<file path="src/rtl/acin_pkg.sv">
package acin_pkg;
  // Default geometry of the input frame.
  localparam int unsigned TAG_W_D  = 16;
  localparam int unsigned SLOT_W_D = 20;
  localparam int unsigned NSLOT_D  = 12;
  localparam int unsigned IDX_W_D  = 7;
  localparam int unsigned RD_W_D   = 16;
  localparam int unsigned ADC_W_D  = 18;

  // Number of slots that can ever carry payload (index, data, left, right).
  localparam int unsigned NDATA    = 4;

  function automatic int unsigned frame_bits(input int unsigned tag_w,
                                             input int unsigned slot_w,
                                             input int unsigned nslot);
    return tag_w + slot_w * nslot;
  endfunction
endpackage

</file>
<file path="src/rtl/acin_hold.sv">
module acin_hold #(
  parameter int unsigned W = 16
) (
  input  logic         clk,
  input  logic         rst_n,
  input  logic         in_v,
  input  logic [W-1:0] in_d,
  input  logic         take,
  output logic         eff_v,
  output logic [W-1:0] eff_d
);
  logic         pend_v, pend_v_n;
  logic [W-1:0] pend_d, pend_d_n;
  logic         ld_en;

  // A value offered in the take cycle goes straight into the frame.
  assign eff_v = in_v | pend_v;
  assign eff_d = in_v ? in_d : pend_d;

  always_comb begin
    ld_en    = in_v & ~take;
    pend_d_n = pend_d;
    if (ld_en) pend_d_n = in_d;
    if (take)       pend_v_n = 1'b0;
    else if (in_v)  pend_v_n = 1'b1;
    else            pend_v_n = pend_v;
  end

  always_ff @(posedge clk or negedge rst_n) begin
    if (!rst_n) begin
      pend_v <= 1'b0;
      pend_d <= '0;
    end else begin
      pend_v <= pend_v_n;
      if (ld_en) pend_d <= pend_d_n;
    end
  end

  // nothing offered and nothing taken leaves the held value alone
  p_hold_keep_r6: assert property (@(posedge clk) disable iff (!rst_n)
    (!in_v && !take) |=> ($stable(pend_v) && $stable(pend_d)));
  // a take always empties the holding register
  p_hold_clear_r6: assert property (@(posedge clk) disable iff (!rst_n)
    take |=> !pend_v);
endmodule

</file>
<file path="src/rtl/acin_frame_pack.sv">
module acin_frame_pack
  import acin_pkg::*;
#(
  parameter int unsigned TAG_W  = TAG_W_D,
  parameter int unsigned SLOT_W = SLOT_W_D,
  parameter int unsigned NSLOT  = NSLOT_D,
  parameter int unsigned IDX_W  = IDX_W_D,
  parameter int unsigned RD_W   = RD_W_D,
  parameter int unsigned ADC_W  = ADC_W_D,
  localparam int unsigned FRAME_W = frame_bits(TAG_W, SLOT_W, NSLOT)
) (
  input  logic               ready_i,
  input  logic               rd_v_i,
  input  logic [IDX_W-1:0]   rd_idx_i,
  input  logic [RD_W-1:0]    rd_dat_i,
  input  logic               l_v_i,
  input  logic [ADC_W-1:0]   l_d_i,
  input  logic               r_v_i,
  input  logic [ADC_W-1:0]   r_d_i,
  output logic [FRAME_W-1:0] frame_o
);
  localparam int unsigned IDX_PAD = SLOT_W - 1 - IDX_W;
  localparam int unsigned RD_PAD  = SLOT_W - RD_W;
  localparam int unsigned ADC_PAD = SLOT_W - ADC_W;

  logic [SLOT_W-1:0] slot_q [NDATA];
  logic [TAG_W-1:0]  tag_q;

  always_comb begin
    for (int s = 0; s < NDATA; s++) slot_q[s] = '0;
    tag_q = '0;
    tag_q[TAG_W-1] = ready_i;
    if (rd_v_i) begin
      slot_q[0]      = {1'b0, rd_idx_i, {IDX_PAD{1'b0}}};
      slot_q[1]      = {rd_dat_i, {RD_PAD{1'b0}}};
      tag_q[TAG_W-2] = 1'b1;
      tag_q[TAG_W-3] = 1'b1;
    end
    if (l_v_i) begin
      slot_q[2]      = {l_d_i, {ADC_PAD{1'b0}}};
      tag_q[TAG_W-4] = 1'b1;
    end
    if (r_v_i) begin
      slot_q[3]      = {r_d_i, {ADC_PAD{1'b0}}};
      tag_q[TAG_W-5] = 1'b1;
    end
  end

  assign frame_o[FRAME_W-1 -: TAG_W] = tag_q;

  for (genvar g = 0; g < NSLOT; g++) begin : g_slot
    if (g < NDATA) begin : g_payload
      assign frame_o[FRAME_W-TAG_W-1-g*SLOT_W -: SLOT_W] = slot_q[g];
    end else begin : g_stuff
      assign frame_o[FRAME_W-TAG_W-1-g*SLOT_W -: SLOT_W] = '0;
    end
  end
endmodule

</file>
<file path="src/rtl/acin_shifter.sv">
module acin_shifter #(
  parameter int unsigned FRAME_W = 256,
  localparam int unsigned CNT_W  = $clog2(FRAME_W)
) (
  input  logic               clk,
  input  logic               rst_n,
  input  logic               sync_i,
  input  logic [FRAME_W-1:0] frame_i,
  output logic               start_o,
  output logic               sdata_o
);
  logic               sync_q;
  logic               busy, busy_n;
  logic [CNT_W-1:0]   cnt, cnt_n;
  logic [FRAME_W-1:0] shreg, shreg_n;
  logic               sdata_n;
  logic               last_bit;

  assign start_o  = sync_i & ~sync_q;
  assign last_bit = (cnt == CNT_W'(FRAME_W - 1));

  always_comb begin
    busy_n  = busy;
    cnt_n   = cnt;
    shreg_n = shreg;
    sdata_n = 1'b0;
    if (start_o) begin
      busy_n  = 1'b1;
      cnt_n   = '0;
      shreg_n = frame_i;
    end else if (busy) begin
      sdata_n = shreg[FRAME_W-1];
      shreg_n = {shreg[FRAME_W-2:0], 1'b0};
      cnt_n   = cnt + 1'b1;
      if (last_bit) busy_n = 1'b0;
    end
  end

  always_ff @(posedge clk or negedge rst_n) begin
    if (!rst_n) begin
      sync_q  <= 1'b0;
      busy    <= 1'b0;
      cnt     <= '0;
      shreg   <= '0;
      sdata_o <= 1'b0;
    end else begin
      sync_q  <= sync_i;
      busy    <= busy_n;
      sdata_o <= sdata_n;
      if (start_o || busy) begin
        cnt   <= cnt_n;
        shreg <= shreg_n;
      end
    end
  end

  // a sync rise arms a fresh frame from bit 0
  p_start_r1: assert property (@(posedge clk) disable iff (!rst_n)
    start_o |=> (busy && cnt == '0));
  // the frame ends after its last bit unless a new sync rise comes
  p_stop_r7: assert property (@(posedge clk) disable iff (!rst_n)
    (busy && last_bit && !start_o) |=> !busy);
  // idle for two cycles means the line is low
  p_idle_low_r7: assert property (@(posedge clk) disable iff (!rst_n)
    (!busy && $past(!busy)) |-> !sdata_o);
  // a sync level held high never restarts the frame
  p_level_r9: assert property (@(posedge clk) disable iff (!rst_n)
    (sync_i && $past(sync_i)) |-> !start_o);
endmodule

</file>
<file path="src/rtl/acin_frame_tx.sv">
module acin_frame_tx
  import acin_pkg::*;
#(
  parameter int unsigned TAG_W  = TAG_W_D,
  parameter int unsigned SLOT_W = SLOT_W_D,
  parameter int unsigned NSLOT  = NSLOT_D,
  parameter int unsigned IDX_W  = IDX_W_D,
  parameter int unsigned RD_W   = RD_W_D,
  parameter int unsigned ADC_W  = ADC_W_D
) (
  input  logic             bclk,
  input  logic             rst_n,
  input  logic             sync,
  input  logic             codec_ready,
  input  logic             rd_valid,
  input  logic [IDX_W-1:0] rd_idx,
  input  logic [RD_W-1:0]  rd_data,
  input  logic             rec_l_valid,
  input  logic [ADC_W-1:0] rec_l,
  input  logic             rec_r_valid,
  input  logic [ADC_W-1:0] rec_r,
  output logic             sdata
);
  localparam int unsigned FRAME_W = frame_bits(TAG_W, SLOT_W, NSLOT);
  localparam int unsigned RSP_W   = IDX_W + RD_W;
  localparam int unsigned S2_HI   = FRAME_W - TAG_W - SLOT_W - 1;
  localparam int unsigned S3_LO   = FRAME_W - TAG_W - 3 * SLOT_W;
  localparam int unsigned S4_LO   = S3_LO - SLOT_W;
  localparam int unsigned RES_W   = (NSLOT - NDATA) * SLOT_W;

  logic [1:0]         rst_pipe;
  logic               rst_s;
  logic               take;
  logic               rsp_v, l_v, r_v;
  logic [RSP_W-1:0]   rsp_d;
  logic [ADC_W-1:0]   l_d, r_d;
  logic [FRAME_W-1:0] frame_w;

  // Reset asserts at once and releases on the second bit clock edge.
  always_ff @(posedge bclk or negedge rst_n) begin
    if (!rst_n) rst_pipe <= '0;
    else        rst_pipe <= {rst_pipe[0], 1'b1};
  end
  assign rst_s = rst_pipe[1];

  acin_hold #(.W(RSP_W)) u_hold_rsp (
    .clk(bclk), .rst_n(rst_s), .in_v(rd_valid), .in_d({rd_idx, rd_data}),
    .take(take), .eff_v(rsp_v), .eff_d(rsp_d)
  );

  acin_hold #(.W(ADC_W)) u_hold_l (
    .clk(bclk), .rst_n(rst_s), .in_v(rec_l_valid), .in_d(rec_l),
    .take(take), .eff_v(l_v), .eff_d(l_d)
  );

  acin_hold #(.W(ADC_W)) u_hold_r (
    .clk(bclk), .rst_n(rst_s), .in_v(rec_r_valid), .in_d(rec_r),
    .take(take), .eff_v(r_v), .eff_d(r_d)
  );

  acin_frame_pack #(
    .TAG_W(TAG_W), .SLOT_W(SLOT_W), .NSLOT(NSLOT),
    .IDX_W(IDX_W), .RD_W(RD_W), .ADC_W(ADC_W)
  ) u_pack (
    .ready_i (codec_ready),
    .rd_v_i  (rsp_v),
    .rd_idx_i(rsp_d[RSP_W-1 -: IDX_W]),
    .rd_dat_i(rsp_d[RD_W-1:0]),
    .l_v_i   (l_v),
    .l_d_i   (l_d),
    .r_v_i   (r_v),
    .r_d_i   (r_d),
    .frame_o (frame_w)
  );

  acin_shifter #(.FRAME_W(FRAME_W)) u_shift (
    .clk(bclk), .rst_n(rst_s), .sync_i(sync), .frame_i(frame_w),
    .start_o(take), .sdata_o(sdata)
  );

  // an untagged read-data slot carries no bits
  p_slot2_zero_r3: assert property (@(posedge bclk) disable iff (!rst_s)
    !frame_w[TAG_W*0 + FRAME_W-3] |-> (frame_w[S2_HI -: SLOT_W] == '0));
  // the two read-response tags always agree
  p_rsp_tags_r3: assert property (@(posedge bclk) disable iff (!rst_s)
    frame_w[FRAME_W-2] == frame_w[FRAME_W-3]);
  // sample pad bits never carry data
  p_pad_zero_r4: assert property (@(posedge bclk) disable iff (!rst_s)
    (frame_w[S3_LO +: 2] == 2'b00) && (frame_w[S4_LO +: 2] == 2'b00));
  // the unused slots stay at zero
  p_stuff_zero_r5: assert property (@(posedge bclk) disable iff (!rst_s)
    frame_w[RES_W-1:0] == '0);
endmodule

</file>
<file path="config.mk">
export PLATFORM = sky130hd
export DESIGN_NAME = acin_frame_tx
export DESIGN_NICKNAME = d
export VERILOG_FILES = /design/src/rtl/acin_pkg.sv /design/src/rtl/acin_hold.sv /design/src/rtl/acin_frame_pack.sv /design/src/rtl/acin_shifter.sv /design/src/rtl/acin_frame_tx.sv
export SDC_FILE = /design/constraint.sdc
export NUM_CORES = 1
export LEC_CHECK = 0
export BUFFER_PORTS_ARGS = -buffer_cell sky130_fd_sc_hd__buf_2
export CAP_MARGIN = 20
export CORE_MARGIN = 5
export CORE_UTILIZATION = 51
export CTS_CLUSTER_SIZE = 16
export DETAILED_ROUTE_END_ITERATION = 10
export PLACE_DENSITY = 0.72
export RECOVER_POWER = 50
export SLEW_MARGIN = 40
export SYNTH_ARGS = -nofsm -noshare
export SYNTH_HDL_FRONTEND = slang
export SYNTH_SLANG_ARGS = --single-unit
</file>
<file path="constraint.sdc">
create_clock -name bclk -period 14.5 [get_ports bclk]
set_input_delay 2.9 -clock bclk [delete_from_list [all_inputs] [get_ports bclk]]
set_output_delay 2.9 -clock bclk [all_outputs]
set_load 0.02 [all_outputs]
</file>
; ---- Yosys cells after proc, flatten, opt, wreduce, memory -nomap -nowiden
; Index checks and enable logic that the tools add are counted.
[op_classes]
addsub = 1
n_eq_ne = 1
muxes = 24
n_bitwise = 9
n_reduce_logical = 6
[op_table]
columns = cell, n
row1 = 256-bit two-way mux, 2
row2 = 20-bit two-way mux, 2
row3 = 39-bit two-way mux, 1
row4 = 18-bit two-way mux, 2
row5 = 23-bit two-way mux, 1
row6 = 8-bit two-way mux, 2
row7 = 1-bit two-way mux, 13
row8 = 8-bit by 1-bit adder with 8-bit output (second input constant), 1
row9 = 8-bit == test (second input constant), 1
row10 = 2-bit nonzero test, 4
row11 = 1-bit bitwise AND, 4
row12 = 1-bit bitwise OR, 3
row13 = 2-bit two-way mux, 1
row14 = 1-bit NOT, 2
row15 = 2-bit AND reduction, 1
row16 = 1-bit logical OR, 1
[totals]
reg_bits = 331
inputBits = 66
elab_cells = 53

; ---- Longest topological paths before layout
[logic_depth]
word_depth = 4
mapped_depth = 6
ltp_nobuf = 4

; ---- Cells and area by module
; Synthesis repeated with hierarchy kept, for this count alone.
[unflattened]
cells_unflattened = 1622
area_unflattened_um2 = 17347.9
[by_module_without_submodules]
columns = module, n_inst, cells_per_inst, area_each_um2, seq_area_each_um2
row1 = acin_shifter, 1, 1155, 12107.9, 6681.4
row2 = acin_hold at u_hold_l ..., 2, 62, 985.9, 475.5
row3 = acin_frame_pack, 1, 261, 1921.8, 0.0
row4 = acin_hold at u_hold_rsp, 1, 79, 1292.5, 600.6
row5 = acin_frame_tx, 1, 3, 53.8, 50.0

; ---- Worst setup path after synthesis
; OpenSTA, ideal clock, no wires.
[synth_path]
kind = input port to flip-flop
start = input port rec_l_valid
end = register u_shift.shreg[190]
setup_time_ps = 137
arrival_ps = 3648
t_required_ps = 14363
slack_ps = 10715
path_stages = 5
n_path_buf = 3
cell_sequence = buf_4 buf_2 buf_6 a221oi_1 a21oi_1
[synth_via]
elab_chain_len = 3
elab_cells_between_ends = 4
cone_classes = 3 x mux / 1 x bitwise
[synth_lines]
columns = item, line
row1 = "start, declared", acin_frame_tx.sv:18  ; input logic rec_l_valid,
row2 = 18-bit two-way mux / 1-bit bitwise OR (equally long branches), "acin_hold.sv:18, acin_hold.sv:17"
row3 = 20-bit two-way mux (*), acin_frame_pack.sv:39  ; if (l_v_i) begin
row4 = 256-bit two-way mux (*), acin_shifter.sv:27  ; if (start_o) begin
row5 = "end signal, assigned", acin_shifter.sv:52  ; shreg <= shreg_n;
row6 = "end, declared", acin_shifter.sv:15  ; logic [FRAME_W-1:0] shreg, shreg_n;
; Mark *: on every way between the ends. The rest lies on a longest branch, timed or not.
; A chain may end at the register's enable or synchronous reset.

==> summary.txt <==
==========================================================================================
Maximum fanout along the worst path                                                     79
Post-synthesis instance area                                                   0.00777 mm2
Kind of end point of the critical path                                        asynchronous set/reset pin
CTS Buf Count                                                                           17
Average size of a mapped cell                                                     12.6 um2
Number of primary I/O pins                                                              67
Cell types occupying the most area after synthesis                            dfrtp_1, mux2i_1, a221oi_1, mux2_4, mux2_2
Overflow after GRT                                                                       0
Required time of the worst setup path                                             13.86 ns
Worst rel slew slack                                                                 -176%
Final TNS setup                                                                       0 ns
Internal power of the cells                                                         862 uW
Share of total power in the clock network                                            38.5%
Final nets                                                                             720
Total routing usage reported by global routing                                       16.5%
Sequential area share after synthesis                                                54.4%
Reg clk slew, reported paths                                                       0.06 ns
Floorplan die area                                                              0.0178 mm2
Unrepaired setup endpoints after global routing                                         no
Fraction of power spent switching nets                                               24.4%
Post-synth top area cell                                                           dfrtp_1
Wire length of the first global-routing pass                                      24200 um
Die outline height                                                                  133 um
Synthesis Warnings                                                                       0
Number of enable-type register cells in the synthesized netlist                          0
Cell family contributing the most delay on the critical path                  buffers and inverters
Share of the synthesized netlist area taken by xor and xnor gates                   0.451%
Nature of the critical path startpoint                                           flip-flop
Via count of the routed design                                                        4857
Relative contribution of sequential cells to total power                             49.8%
Final max-slew violation count                                                         146
Post-synthesis compound-gate area fraction                                           11.6%
Initial antenna violation count                                                          0
Tmin final                                                                         7.46 ns
Dominant cell type by count on the critical path                                  clkbuf_1
Multi-input gate area                                                          0.00322 mm2
IR Drop Worst-Case VDD                                                             83.9 uV
Post-synth net total                                                                   683
H-tree Lvls                                                                              4
IO Port Bufs                                                                            66
Total clock sinks                                                                      169
DRT iter0 DRCs                                                                         250
Critical path, cell by cell                                                   clkbuf_1 -> clkbuf_1
Portion of netlist area occupied by mux cells                                        21.8%
Count of different cell masters after synthesis                                         32
Slew at the pin closest to its max-slew limit                                      4.13 ns
Clock tree skew after final layout                                              0.00739 ns
Critical R2R Capture                                                          u_shift.busy
Total number of cells along the worst setup path                                         2
Number of global-route vias before repair                                             4952
Quantity of hold-fixing buffers added after cts                                          0
Endpoint of the worst hold-timing path                                         rst_pipe[1]
Root Buffer Master                                                               clkbuf_16
Final-layout fill cell count                                                          1226
Maximum Capacitance Violations                                                           2
Number of standard cells after synthesis                                               616
Share of async-settable or async-resettable flops after synthesis                     100%
Number of buffers on the longest clock path                                              2
Launch point of the worst reg-to-reg path                                      rst_pipe[1]
Failing checks                                                                max-capacitance violations, max-slew violations
Pin count of the biggest net entering global routing                                    80
Share of Yosys cell area claimed by the top area cell type                           54.4%
Total routed wirelength                                                           13900 um
Cells on worst reg2reg path                                                              2
Critical path data arrival time                                                    6.82 ns
Power density of the placed cells                                               132 mW/mm2
Diodes inserted                                                                          0
Share of synthesized cell area in full adder, half adder and majority cells         0.161%
Hold violation count in the final report                                                 0
Core Region                                                                     0.0151 mm2
Initial core utilization                                                             51.5%
Stage delay of the slowest cell on the critical path                               2.95 ns
Share of final-layout standard cells stronger than drive strength 1                  25.1%
Number of synthesized register bits                                                    169
Fin Hold WS                                                                       0.352 ns
Dominant combinational cell family by area after synthesis                    multiplexers
Row count                                                                               45
Top flip-flop cell by instance count after synthesis                               dfrtp_1
Synth-to-Final Area Change                                                           11.1%
Register area                                                                  0.00423 mm2
Worst Hold Depth                                                                         0
DRC violation count after routing                                                        0
Net switching power figure                                                          278 uW
Crit path buffers/inverters                                                              2
Part of the cycle the worst path needs                                               51.4%
Flop-to-flop setup slack                                                           7.04 ns
Number of antenna-violating nets in the routed design                                    0
TritonCTS clock tree                                                                 built
Post-CTS resize count                                                                    0
Post-detail-place hpwl                                                             8740 um
Via-per-instance ratio                                                                5.69
Classification of the worst-slack hold path                                   flip-flop to flip-flop
Simple-gate share of the synthesized area                                            7.28%
Worst hold path startpoint                                                     rst_pipe[0]
Crit path kind                                                                flip-flop to asynchronous set/reset pin
Achievable Freq                                                                    134 MHz
Number of post-CTS setup repair buffers                                                  0
Clock latency of the later-clocked register in the worst-skew pair                 0.42 ns
Weighted congestion at the end of routability-driven global placement                0.789
Leakage                                                                            4.37 nW
Run status                                                                    complete, but fails checks
Portion of total power attributed to combinational logic                             11.7%
Wirelength per Cell                                                                16.3 um
Floorplan die width                                                                 133 um
Cell type of the slowest stage on the worst timing path                           clkbuf_1
Number of detailed-routing iterations run before antenna repair                          4
Most repeated cell in the gate-level netlist after synthesis                       dfrtp_1
Most numerous cell types in the synthesized netlist                           dfrtp_1, mux2i_1, a21oi_1
Final Setup Violations                                                                   0
==========================================================================================
==> sequential cells by signal (all words and copies together), names as in the netlist <==
register / count
rst_pipe: 2
u_hold_l.pend_d: 18
u_hold_l.pend_v: 1
u_hold_r.pend_d: 18
u_hold_r.pend_v: 1
u_hold_rsp.pend_d: 23
u_hold_rsp.pend_v: 1
u_shift.busy: 1
u_shift.cnt: 8
u_shift.sdata_o: 1
u_shift.shreg: 94
u_shift.sync_q: 1
==> stage by stage <==
stage               util (%)  std cells  total power [mW]  cell area (um2)  setup slack (ns)
floorplan                  -        616             0.674             7770              9.44
global placement        53.4        822             0.700             8050              9.41
detailed placement      53.4        822             0.710             8060              9.34
CTS                     57.3        854              1.15             8640              9.77
global route            57.2        854              1.19             8630              5.01
finish                  57.2        854              1.14             8630              7.04
==> cells in the final DEF (no fill, tap or decap), types with 2 or more instances in the layout <==
cell,synthesis,layout
nor2_1,41,41
mux2i_1,92,92
a221oi_1,56,56
or3_1,3,3
bufinv_16,0,2
dfrtp_1,169,167
mux2_2,29,29
clkinv_2,0,4
buf_2,17,64
clkbuf_8,0,2
and2b_1,2,2
buf_4,12,3
nor2b_1,43,42
a221oi_2,2,2
nand2_4,3,3
clkinvlp_4,0,6
a211oi_1,2,2
nand4_1,3,3
o21ai_0,6,6
xor2_1,3,3
clkbuf_1,15,4
a21oi_1,65,65
nand2_1,5,5
clkbuf_16,0,17
mux2_4,30,30
==> kinds of logic (layout without fill, tap and decap cells) <==
group	count (synthesis)	after routing
other cells	1	1
flops	169	169
xor+xnor	4	4
compound gates	132	132
fa+ha+maj	1	1
mux	151	151
simple gates	105	105
buf+inv	53	103
==> metal layers <==
| metal | global-route usage [%] | wire length [um] |
|---|---|---|
| met3 | 3.13 | 353 |
| met1 | 22.3 | 6440 |
| met4 | 6.51 | 257 |
| met2 | 26.6 | 6870 |
| met5 | 0 | 0 |
==> how the worst max path moves through the flow <==
stage                           start                     to  slack, ns
after floorplan           rst_pipe[1]     u_hold_l.pend_d[0]       9.44
after global placement           sync   u_hold_rsp.pend_d[3]       9.41
after detailed placement         sync  u_hold_rsp.pend_d[17]       9.34
after CTS                        sync  u_hold_rsp.pend_d[14]       9.77
after global routing      rst_pipe[1]           u_shift.busy       5.01
final                     rst_pipe[1]           u_shift.busy       7.04
==> power by group through the flow <==
stage / combinational [mW] / clock, mW / sequential (mW)
after floorplan: 0.106 / 0 / 0.568
after global routing: 0.151 / 0.469 / 0.575
after CTS: 0.136 / 0.448 / 0.568
after detailed placement: 0.135 / 0 / 0.575
final: 0.134 / 0.439 / 0.568
after global placement: 0.128 / 0 / 0.572
==> worst register-to-register path, cell delays in order (launching register included) <==
cell and delay, ns:
dfrtp_1 0.96, clkbuf_1 2.96, clkbuf_1 2.47
==> area by class of cell <==
| type | instances | share of cell area, % |
|---|---|---|
| Timing Repair Buffer | 71 | 4.23 |
| Clock buffer | 20 | 5.29 |
| Multi-Input combinational cell | 394 | 37.3 |
| Sequential cell | 169 | 49.1 |
| Clock inverter | 12 | 1.45 |
| Tap cell | 188 | 2.73 |
(Power assumes the default switching activity.)
